## src/rtl/serial_alu_pkg.sv

```systemverilog
package serial_alu_pkg;

    typedef enum logic [2:0] {
        OP_ADD = 3'd0,
        OP_SUB = 3'd1,
        OP_AND = 3'd2,
        OP_OR  = 3'd3,
        OP_XOR = 3'd4,
        OP_NOR = 3'd5,
        OP_SLT = 3'd6,
        OP_RSV = 3'd7
    } alu_op_e;

    function automatic logic op_inverts_b(alu_op_e op);
        return (op == OP_SUB) || (op == OP_SLT);
    endfunction

    function automatic logic op_is_arith(alu_op_e op);
        return (op == OP_ADD) || (op == OP_SUB) || (op == OP_SLT) || (op == OP_RSV);
    endfunction

endpackage

```

## src/rtl/serial_alu_slice.sv

```systemverilog
module serial_alu_slice
    import serial_alu_pkg::*;
(
    input  alu_op_e op_i,
    input  logic    a_bit_i,
    input  logic    b_bit_i,
    input  logic    c_in_i,
    output logic    res_bit_o,
    output logic    sum_bit_o,
    output logic    c_out_o
);

    logic b_eff;

    always_comb begin
        b_eff     = b_bit_i ^ op_inverts_b(op_i);
        sum_bit_o = a_bit_i ^ b_eff ^ c_in_i;
        c_out_o   = (a_bit_i & b_eff) | (a_bit_i & c_in_i) | (b_eff & c_in_i);
        unique case (op_i)
            OP_AND:  res_bit_o = a_bit_i & b_bit_i;
            OP_OR:   res_bit_o = a_bit_i | b_bit_i;
            OP_XOR:  res_bit_o = a_bit_i ^ b_bit_i;
            OP_NOR:  res_bit_o = ~(a_bit_i | b_bit_i);
            default: res_bit_o = sum_bit_o;
        endcase
    end

endmodule

```

## src/rtl/serial_alu_seq.sv

```systemverilog
module serial_alu_seq #(
    parameter int WIDTH = 32
) (
    input  logic clk,
    input  logic rst_n,
    input  logic start_i,
    output logic busy_o,
    output logic last_o,
    output logic go_o,
    output logic done_o
);

    localparam int CNT_W = (WIDTH > 2) ? $clog2(WIDTH) : 1;
    localparam logic [CNT_W-1:0] LAST_IDX = CNT_W'(WIDTH - 1);

    typedef struct packed {
        logic [CNT_W-1:0] cnt;
        logic             busy;
        logic             done;
    } seq_t;

    seq_t seq_d, seq_q;

    always_comb begin
        seq_d      = seq_q;
        seq_d.done = 1'b0;
        go_o       = start_i && !seq_q.busy;
        last_o     = seq_q.busy && (seq_q.cnt == LAST_IDX);
        if (go_o) begin
            seq_d.busy = 1'b1;
            seq_d.cnt  = '0;
        end else if (seq_q.busy) begin
            seq_d.cnt = seq_q.cnt + 1'b1;
            if (last_o) begin
                seq_d.busy = 1'b0;
                seq_d.done = 1'b1;
                seq_d.cnt  = '0;
            end
        end
    end

    always_ff @(posedge clk) begin
        if (!rst_n) begin
            seq_q <= '0;
        end else begin
            seq_q <= seq_d;
        end
    end

    assign busy_o = seq_q.busy;
    assign done_o = seq_q.done;

endmodule

```

## src/rtl/serial_alu.sv

```systemverilog
module serial_alu
    import serial_alu_pkg::*;
#(
    parameter int WIDTH = 32
) (
    input  logic             clk,
    input  logic             rst_n,
    input  logic             load_a_i,
    input  logic [WIDTH-1:0] a_i,
    input  logic             load_b_i,
    input  logic [WIDTH-1:0] b_i,
    input  logic             load_npc_i,
    input  logic [WIDTH-1:0] npc_i,
    input  logic [2:0]       op_i,
    input  logic             start_i,
    input  logic             dest_npc_i,
    output logic             busy_o,
    output logic             done_o,
    output logic             carry_o,
    output logic             ovf_o,
    output logic [WIDTH-1:0] a_o,
    output logic [WIDTH-1:0] b_o,
    output logic [WIDTH-1:0] npc_o
);

    localparam int TOP = WIDTH - 1;

    typedef struct packed {
        logic [WIDTH-1:0] a;
        logic [WIDTH-1:0] b;
        logic [WIDTH-1:0] npc;
        logic             carry;
        alu_op_e          op;
        logic             to_npc;
        logic             cflag;
        logic             vflag;
    } dp_t;

    dp_t dp_d, dp_q;

    logic busy, last, go;
    logic res_bit, sum_bit, c_out;
    logic ovf_now, slt_bit, wr_bit;
    logic [WIDTH-1:0] slt_word;

    serial_alu_seq #(.WIDTH(WIDTH)) u_seq (
        .clk     (clk),
        .rst_n   (rst_n),
        .start_i (start_i),
        .busy_o  (busy),
        .last_o  (last),
        .go_o    (go),
        .done_o  (done_o)
    );

    serial_alu_slice u_slice (
        .op_i      (dp_q.op),
        .a_bit_i   (dp_q.a[0]),
        .b_bit_i   (dp_q.b[0]),
        .c_in_i    (dp_q.carry),
        .res_bit_o (res_bit),
        .sum_bit_o (sum_bit),
        .c_out_o   (c_out)
    );

    always_comb begin
        dp_d     = dp_q;
        ovf_now  = dp_q.carry ^ c_out;
        slt_bit  = sum_bit ^ ovf_now;
        slt_word = {{TOP{1'b0}}, slt_bit};
        wr_bit   = (dp_q.op == OP_SLT) ? 1'b0 : res_bit;

        if (!busy) begin
            if (load_a_i)   dp_d.a   = a_i;
            if (load_b_i)   dp_d.b   = b_i;
            if (load_npc_i) dp_d.npc = npc_i;
            if (go) begin
                dp_d.op     = alu_op_e'(op_i);
                dp_d.to_npc = dest_npc_i;
                dp_d.carry  = op_inverts_b(alu_op_e'(op_i));
            end
        end else begin
            dp_d.b     = {dp_q.b[0], dp_q.b[TOP:1]};
            dp_d.carry = c_out;
            if (dp_q.to_npc) begin
                dp_d.npc = {wr_bit, dp_q.npc[TOP:1]};
                dp_d.a   = {dp_q.a[0], dp_q.a[TOP:1]};
            end else begin
                dp_d.a   = {wr_bit, dp_q.a[TOP:1]};
            end
            if (last) begin
                dp_d.cflag = op_is_arith(dp_q.op) & c_out;
                dp_d.vflag = op_is_arith(dp_q.op) & ovf_now;
                if (dp_q.op == OP_SLT) begin
                    if (dp_q.to_npc) dp_d.npc = slt_word;
                    else             dp_d.a   = slt_word;
                end
            end
        end
    end

    always_ff @(posedge clk) begin
        if (!rst_n) begin
            dp_q <= '0;
        end else begin
            dp_q <= dp_d;
        end
    end

    assign busy_o  = busy;
    assign carry_o = dp_q.cflag;
    assign ovf_o   = dp_q.vflag;
    assign a_o     = dp_q.a;
    assign b_o     = dp_q.b;
    assign npc_o   = dp_q.npc;

endmodule

```

## config.mk

```make
export PLATFORM = sky130hd
export DESIGN_NAME = serial_alu
export DESIGN_NICKNAME = d
export VERILOG_FILES = /design/src/rtl/serial_alu_pkg.sv /design/src/rtl/serial_alu_slice.sv /design/src/rtl/serial_alu_seq.sv /design/src/rtl/serial_alu.sv
export SDC_FILE = /design/constraint.sdc
export NUM_CORES = 1
export LEC_CHECK = 0
export CORE_MARGIN = 3
export CORE_UTILIZATION = 45
export DETAILED_ROUTE_END_ITERATION = 16
export PLACE_DENSITY = 0.85
export SLEW_MARGIN = 15
export SYNTH_ARGS = -nofsm -noshare
export SYNTH_HDL_FRONTEND = slang
export SYNTH_SLANG_ARGS = --single-unit
```

## constraint.sdc

```tcl
create_clock -name clk -period 2.2 [get_ports clk]
set_input_delay 0.55 -clock clk [delete_from_list [all_inputs] [get_ports clk]]
set_output_delay 0.55 -clock clk [all_outputs]
set_load 0.01 [all_outputs]
```

======== Yosys cells after proc, flatten, opt, wreduce, memory -nomap -nowiden ========
Cells that the tools add are included.
Widths: inputs -> output; s select.
storage, ports and cells
  bits in read-only memories .............. 0
  bits in registers ....................... 110
  memories kept ........................... 0
  logic and storage cells ................. 75
  memory bits (writable) .................. 0
  bits in latches ......................... 0
  input bits .............................. 106
operators by class
  bitwise logic cells ..................... 18
  $add $sub $neg .......................... 1
  magnitude comparators ................... 0
  reduce and logical (&&, ||, !) cells .... 17
  mux-type cells .......................... 18
  multipliers ............................. 0
  divide/modulo/power cells ............... 0
  shift-type cells ........................ 0
  eq/ne operators ......................... 10
operators by type and width
  operator             number
  $mux 32              11
  $mux 97              1
  $eq 3x3->1 const B   5
  $reduce_bool 2->1    4
  $mux 7               1
  $and 1x1->1          6
  $eq 3x1->1 const B   2
  $eq 3x2->1 const B   2
  $xor 1x1->1          6
  $add 5x1->5 const B  1
  $eq 5x5->1 const B   1
  $logic_or 1x1->1     5
  $mux 5               1
  $pmux 1 s4           1
  $reduce_and 2->1     2
  $logic_not 3->1      1
  $not 1->1            3
  $or 1x1->1           3
  $reduce_or 3->1      1
  $logic_and 1x1->1    2
  $mux 1               2
  $mux 2               1
  $reduce_or 2->1      1
  $logic_not 1->1      1

======== Longest topological paths before layout ========
Gate-level depths: netlist of the first run.
  depth in word-level cells ............... 12
  gate-level depth with buffers ........... 10
  gate-level depth less buffers ........... 9

======== Modules after synthesis ========
A second synthesis of the first run with hierarchy kept.
unflattened totals
  cell total of the unflattened synthesis .. 711
  area total of the unflattened synthesis .. 6527.5 µm²
by module, submodules not included
  module            seq. area each (µm²)  instances  area an instance (µm²)  cells an instance
  serial_alu        2062.0                1          6032.0                  656
  serial_alu_seq    140.1                 1          349.1                   35
  serial_alu_slice  0.0                   1          146.4                   20

======== Worst setup path before layout of the first run ========
OpenSTA, ideal clock, no wires.
  path kind ............................... register to register
  from .................................... reg u_seq.seq_q[2] in the netlist's numbering
  to ...................................... reg dp_q, in the netlist a_o[10]
  library setup time ...................... 0.117 ns
  arrival time ............................ 1.714 ns
  period minus slack after synthesis ...... 1.831 ns
  cell stages (with the launch flop) ...... 10
  required time ........................... 2.083 ns
  buffers on the path ..................... 2
  slack ................................... 0.369 ns
  path through ............................ dfxtp_1 > ha_1 > and3_1 > ha_1 > nand4b_4 > or2_1 > buf_6 > clkbuf_8 > a31oi_1 > nor2b_1
on the way
  longest elaborated chain between the ends .. 4
RTL lines
  item                    RTL line              text
  start, declared         serial_alu_seq.sv:22  seq_t seq_d, seq_q;
  start signal, assigned  serial_alu_seq.sv:46  seq_q <= seq_d;
  $eq 5x5->1              serial_alu_seq.sv:28  last_o = seq_q.busy && (seq_q.cnt == LAST_IDX);
  $logic_and 1x1->1       serial_alu_seq.sv:28
  $mux 32                 serial_alu.sv:91      if (last) begin
  $mux 97                 serial_alu.sv:73      if (!busy) begin
  end signal, assigned    serial_alu.sv:106     dp_q <= dp_d;
  end, declared           serial_alu.sv:39      dp_t dp_d, dp_q;
No other way between the ends.
A chain may end at the register's enable or synchronous reset.

======== Worst setup path after layout of the first run ========
  from .................................... reg dp_q[3] in the netlist's numbering
  to ...................................... reg dp_q, in the netlist a_o[31]
on the way
  longest elaborated chain between the ends .. 12
  elaborated cells between the ends (all ways) .. 17
  classes of those cells .................. eq/ne: 6; mux: 7; bitwise: 3; reduce/logical: 1
RTL lines
  item                                             RTL line                                                  text
  $eq 3x1->1 / $eq 3x3->1 (equally long branches)  serial_alu_pkg.sv:15, serial_alu.sv:71, serial_alu.sv:94
  $logic_or 1x1->1                                 serial_alu_pkg.sv:15                                      return (op == OP_SUB) || (op == OP_SLT);
  $xor 1x1->1                                      serial_alu_slice.sv:16                                    b_eff = b_bit_i ^ op_inverts_b(op_i);
  $xor 1x1->1 (2 in series)                        serial_alu_slice.sv:17                                    sum_bit_o = a_bit_i ^ b_eff ^ c_in_i;
  $pmux 1 s4                                       serial_alu_slice.sv:19                                    unique case (op_i)
  $mux 1                                           serial_alu.sv:71                                          wr_bit = (dp_q.op == OP_SLT) ? 1'b0 : res_bit;
  $mux 32                                          serial_alu.sv:85                                          if (dp_q.to_npc) begin
  $mux 32                                          serial_alu.sv:95                                          if (dp_q.to_npc) dp_d.npc = slt_word;
  $mux 32                                          serial_alu.sv:94                                          if (dp_q.op == OP_SLT) begin
  $mux 32 (*)                                      serial_alu.sv:91
  $mux 97 (*)                                      serial_alu.sv:73
Mark *: on every way between the ends. The rest lies on a longest branch, timed or not.

==> results.yml, run 1 <==
run_status:
  status: "complete, no violations"
critical_path:
  cp_slowest_cell: "dfxtp_1"
  critPathKind: "register to register"
  path_delay_family: "flip-flops"
  cp-end-kind: "register"
  critical_path_required_ps: 2470
  r2r_slack_ps: 170
  rr_endpoint: "a_o[31]"
  path_cells: "nor3b_1 -> nor2_1 -> xnor2_1 -> fa_1 -> a21oi_1 -> o21ai_0 -> a21oi_1"
  arrival_ps: 2300
  r2r-start: "dp_q[3]"
  slowest_delay_ps: 500
  start_kind: "register"
  r2r_cells: 7
  cpMostUsedCell: "a21oi_1"
  cp_max_fo: 8
  crit_buf_inv: 0
global_route:
  grt_antenna_before_repair: 0
  grt_use_total: 0.181
  grt_pass1_wl_um: 23600
  first_global_vias: 4663
  overflow: 0
  grt_max_degree: 54
timing:
  report.final.slew_viol_count: 0
  fin_crit_ps: 2030
  setup_viol: 0
  rsz0062_at_grt: "false"
  finalClockSkew_ps: 10.5
  fmax_ghz: 0.493
  tightest_slew_ps: 1020
  tns_ps: 0
  timing.final.crit_share: 0.921
  setup_slack_ps: 173
  hold_viol: 0
  max_slew_margin: 0.315
  holdWs_ps: 506
cts:
  post_cts_buffers: 0
  cts_buffers: 9
  cts_resized: 0
  clk_latency_ps: 350
  htreeDepth: 3
  cts_tree: "done"
  cts_buffer_depth: 2
  cts-root-buf: "clkbuf_16"
  path_clk_slew_ps: 70
  clock_sink_count: 110
  cts_hold_buffers: 0
die:
  core_area_sq_mm: 0.0135
  initial_core_util: 0.468
  fp.dieArea_sq_mm: 0.0154
  die_w_um: 124
  die_h_um: 124
  rows: 42
  io_pins: 206
place:
  dpl.hpwl_um: 10400
  dp.cells: 967
  placed_area_sq_mm: 0.00771
  portBuffers: 205
  place_ws_ps: 192
  routabilityCongestion: 0.787
detailed_routing:
  route.detailed.drc: 0
  drt_first_iter_violations: 290
  wl_um: 14600
  ant_nets: 0
  vias_per_cell: 5.11
  drt-pass1-iter-count: 5
  via_count: 5026
  wl_per_cell_um: 14.8
final_layout:
  syn2layout_area_growth_pct: 27.2
  drive_gt1_frac: 0.0520
  final_area_sq_mm: 0.00800
  antenna_cells: 0
  fin_cells: 983
  nets: 914
flow_run:
  cap_violations: 0
synth:
  yosys_register_bits: 110
  avgSynthCellArea_sq_um: 8.74
  syn-num-nets: 832
  ys_seq_area_frac: 0.350
  ys_async_sr_fraction: 0
  synth_ff_type: "dfxtp_1"
  yosysWarnings: 0
  syn_area_sq_mm: 0.00629
  synth-edff-count: 0
  synthCells: 720
  ys_types: 42
hold_path:
  hold_start: "npc_o[30]"
  hold_class: "register to register"
  hold_end: "npc_o[29]"
  hold_path_depth: 1
power_and_ir_drop:
  leakage_nw: 3.21
  ir_drop_uv: 402
  cellPowerDensity_mw_per_mm2: 621
cell families (layout without fill, tap and decap cells):
kind of cell,Yosys count,in the layout,synth area share
compound gates,151,151,0.153
fa+ha+maj,6,6,0.0143
simple gates,196,196,0.161
mux,94,94,0.150
buf+inv,157,244,0.164
xor+xnor,6,6,0.00836
flops,110,110,0.350
synth_stat cells, drive strengths merged, types with 10 or more instances:
cell	instances	area, sq um
a21oi	10	50.1
a22o	36	315
a31oi	31	194
and2	33	206
buf	128	912
clkbuf	24	100
dfxtp	110	2200
mux2i	94	941
nand2	60	225
nor2	37	139
nor2b	44	275
o21ai	63	315
state kept, by name (all words and copies together) (netlist names), 5 cells and up:
register	cells
u_seq.seq_q	5
b_o	32
a_o	32
npc_o	32
dp_q	5
power by group:
| part | internal (mW) | switching [mW] |
|---|---|---|
| Sequential | 2.13 | 0.136 |
| Clock | 0.886 | 0.726 |
| Combinational | 0.638 | 0.458 |
worst max-delay path by stage:
stage | startpoint | to | slack (ps) | cells after the start
final | dp_q[3] | a_o[31] | 170 | 7
after CTS | dp_q[3] | a_o[31] | 150 | 7
after global routing | dp_q[3] | a_o[31] | 20 | 7
after floorplan | u_seq.seq_q[2] | a_o[10] | 370 | 9
after detailed placement | dp_q[3] | a_o[31] | 190 | 7
after global placement | dp_q[3] | a_o[31] | 270 | 7
cells in the final DEF, fill, tap and decap left out, types with 2 or more instances in the layout:
cell and instances:
a211oi_1 2, a21oi_1 10, a22o_1 36, a31oi_1 31, and2_1 32, and3_1 2
buf_12 3, buf_2 4, buf_4 15, clkbuf_1 2, clkbuf_16 9, clkdlybuf4s50_1 201
clkinv_4 2, dfxtp_1 109, fa_1 2, ha_1 4, inv_1 5, mux2i_1 94
nand2_1 60, nand2b_1 5, nand3_1 2, nor2_1 37, nor2b_1 43, nor3_1 2
nor3b_1 5, o21ai_0 61, o21ai_1 2, o31ai_1 3, xnor2_1 3, xor2_1 3
layer usage:
layer | track usage | vias to the layer above | wire length [um]
met4 | 0.0368 | 0 | 128
met3 | 0.0554 | 9 | 954
li1 | - | 2545 | -
met2 | 0.292 | 146 | 6690
met1 | 0.242 | 2326 | 6810
met5 | 0 | - | 0
through the flow:
| step | power [mW] | util |
|---|---|---|
| after floorplan | 3.01 | - |
| after global placement | 3.39 | 0.573 |
| after detailed placement | 3.41 | 0.573 |
| after CTS | 5.01 | 0.595 |
| after global routing | 5.19 | 0.595 |
| final | 4.97 | 0.595 |
layout make-up:
class,count,area (sq um)
multi-input combinational,453,3060
fill,1212,5450
clock inverter,5,60.1
sequential,110,2210
inverter,5,18.8
timing repair buffer,223,2200
clock buffer,11,233
tap,176,220
No activity file was read; power rests on OpenSTA's default activity.
==> run 2: changes to the inputs <==
- GPL_ROUTABILITY_DRIVEN: not set -> 0
- SKIP_LAST_GASP: not set -> 1
==> results of run 2 <==
No change in the layout: final DEF, timing and power equal those of run 1.
==> run 3: changes to the inputs <==
- RECOVER_POWER: not set -> 50
==> results.yml, run 3 (synthesis results as in run 1) <==
flow_run:
  cap_violations: 0
timing:
  report.final.slew_viol_count: 0
  setup_viol: 0
  max_slew_margin: 0.311
  hold_viol: 0
  tightest_slew_ps: 1030
  rsz0062_at_grt: "false"
  timing.final.crit_share: 0.917
  fin_crit_ps: 2020
  fmax_ghz: 0.496
  tns_ps: 0
  finalClockSkew_ps: 9.56
  holdWs_ps: 498
detailed_routing:
  drt_first_iter_violations: 278
  wl_per_cell_um: 14.8
  ant_nets: 0
  vias_per_cell: 5.12
  wl_um: 14500
  via_count: 5032
  drt-pass1-iter-count: 7
  route.detailed.drc: 0
power_and_ir_drop:
  power_frac_comb: 0.216
  power_frac_seq: 0.458
  leakage_nw: 3.35
  internal_power_mw: 3.62
  cellPowerDensity_mw_per_mm2: 618
  swShare: 0.267
  power_switching_mw: 1.32
  ir_drop_uv: 401
  clock_power_share: 0.327
global_route:
  first_global_vias: 4663
  grt_antenna_before_repair: 0
  grt_max_degree: 54
  overflow: 0
  grt_pass1_wl_um: 23600
  grt_use_total: 0.181
cts:
  cts-root-buf: "clkbuf_16"
  post_cts_buffers: 0
  clk_latency_ps: 350
  htreeDepth: 3
  cts_tree: "done"
  cts_buffer_depth: 2
  cts_resized: 0
  cts_buffers: 9
  path_clk_slew_ps: 70
  clock_sink_count: 110
  cts_hold_buffers: 0
hold_path:
  hold_end: "npc_o[29]"
  hold_start: "npc_o[30]"
  hold_class: "register to register"
  hold_path_depth: 1
die:
  initial_core_util: 0.468
  core_area_sq_mm: 0.0135
  io_pins: 206
  rows: 42
  fp.dieArea_sq_mm: 0.0154
  die_w_um: 124
  die_h_um: 124
critical_path:
  critPathKind: "register to register"
  r2r-start: "dp_q[3]"
  r2r_cells: 7
  rr_endpoint: "a_o[31]"
  path_cells: "nor3b_1 -> nor2_1 -> xnor2_1 -> fa_1 -> a21oi_1 -> o21ai_0 -> a21oi_1"
  slowest_delay_ps: 500
  critical_path_required_ps: 2470
  arrival_ps: 2290
  cp-end-kind: "register"
  cp_slowest_cell: "dfxtp_1"
  cp_max_fo: 8
  r2r_slack_ps: 180
  cpMostUsedCell: "a21oi_1"
  start_kind: "register"
final_layout:
  final_cell_mix: "138 x clkdlybuf4s50_1, 109 x dfxtp_1, 94 x mux2i_1"
  final_area_sq_mm: 0.00799
  final_common_cell: "clkdlybuf4s50_1"
  nets: 914
  drive_gt1_frac: 0.0496
  syn2layout_area_growth_pct: 27.1
  fin_util: 0.594
  antenna_cells: 0
  fill_cells: 1212
place:
  placed_area_sq_mm: 0.00771
  dpl.hpwl_um: 10400
  portBuffers: 205
run_status:
  status: "complete, no violations"
-- run 3: cell types whose count changed in the layout (fill, tap and decap cells not counted) --
cell,change
and2_0,+29
and2_1,-29
buf_4,-3
clkbuf_1,+2
clkbuf_2,+1
clkdlybuf4s50_1,-63
dlygate4sd3_1,+63
-- run 3: per-layer routing --
layer / vias up / share of wire / GRT usage
met5: - / 0 / 0
met4: 0 / 0.010 / 0.0368
met3: 11 / 0.060 / 0.0554
met2: 136 / 0.46 / 0.292
met1: 2344 / 0.47 / 0.242
li1: 2541 / - / -
-- run 3: layout make-up --
cell class | instances | area [sq um] | share of cell area
sequential | 110 | 2210 | 0.276
inverter | 5 | 18.8 | 0.00235
timing repair buffer | 223 | 2190 | 0.275
clock buffer | 11 | 233 | 0.0291
clock inverter | 5 | 60.1 | 0.00752
multi-input combinational | 453 | 3060 | 0.383
tap | 176 | 220 | 0.0276
-- run 3: how the worst max path moves through the flow --
| stage | cells past startpoint | endpoint | slack (ps) | start |
|---|---|---|---|---|
| finish | 7 | a_o[31] | 180 | dp_q[3] |
| global route | 7 | a_o[31] | 20 | dp_q[3] |
| CTS | 7 | a_o[31] | 150 | dp_q[3] |
| detailed placement | 7 | a_o[31] | 190 | dp_q[3] |
| global placement | 7 | a_o[31] | 270 | dp_q[3] |
| floorplan | 9 | a_o[10] | 370 | u_seq.seq_q[2] |
-- run 3: stage by stage --
stage               std cells  total power, mW  worst slack (ps)
floorplan                 720             3.01               369
global placement          967             3.39               273
detailed placement        967             3.41               192
CTS                       983             5.01               150
global route              983             5.16              19.0
finish                    983             4.93               183
-- run 3: power by group through the flow --
stage          logic, mW  registers, mW  clock network (mW)
3_3_place_gp        1.08           2.30                   0
4_1_cts             1.11           2.26                1.65
2_1_floorplan      0.755           2.26                   0
3_5_place_dp        1.10           2.31                   0
5_1_grt             1.16           2.28                1.71
6_report            1.06           2.26                1.61
-- run 3: critical path: cells and delay by family (launching register included) --
kind            cells  cell delay, ps
flops               1             500
simple gates        2             340
compound gates      3             500
xor+xnor            1             170
fa+ha+maj           1             430
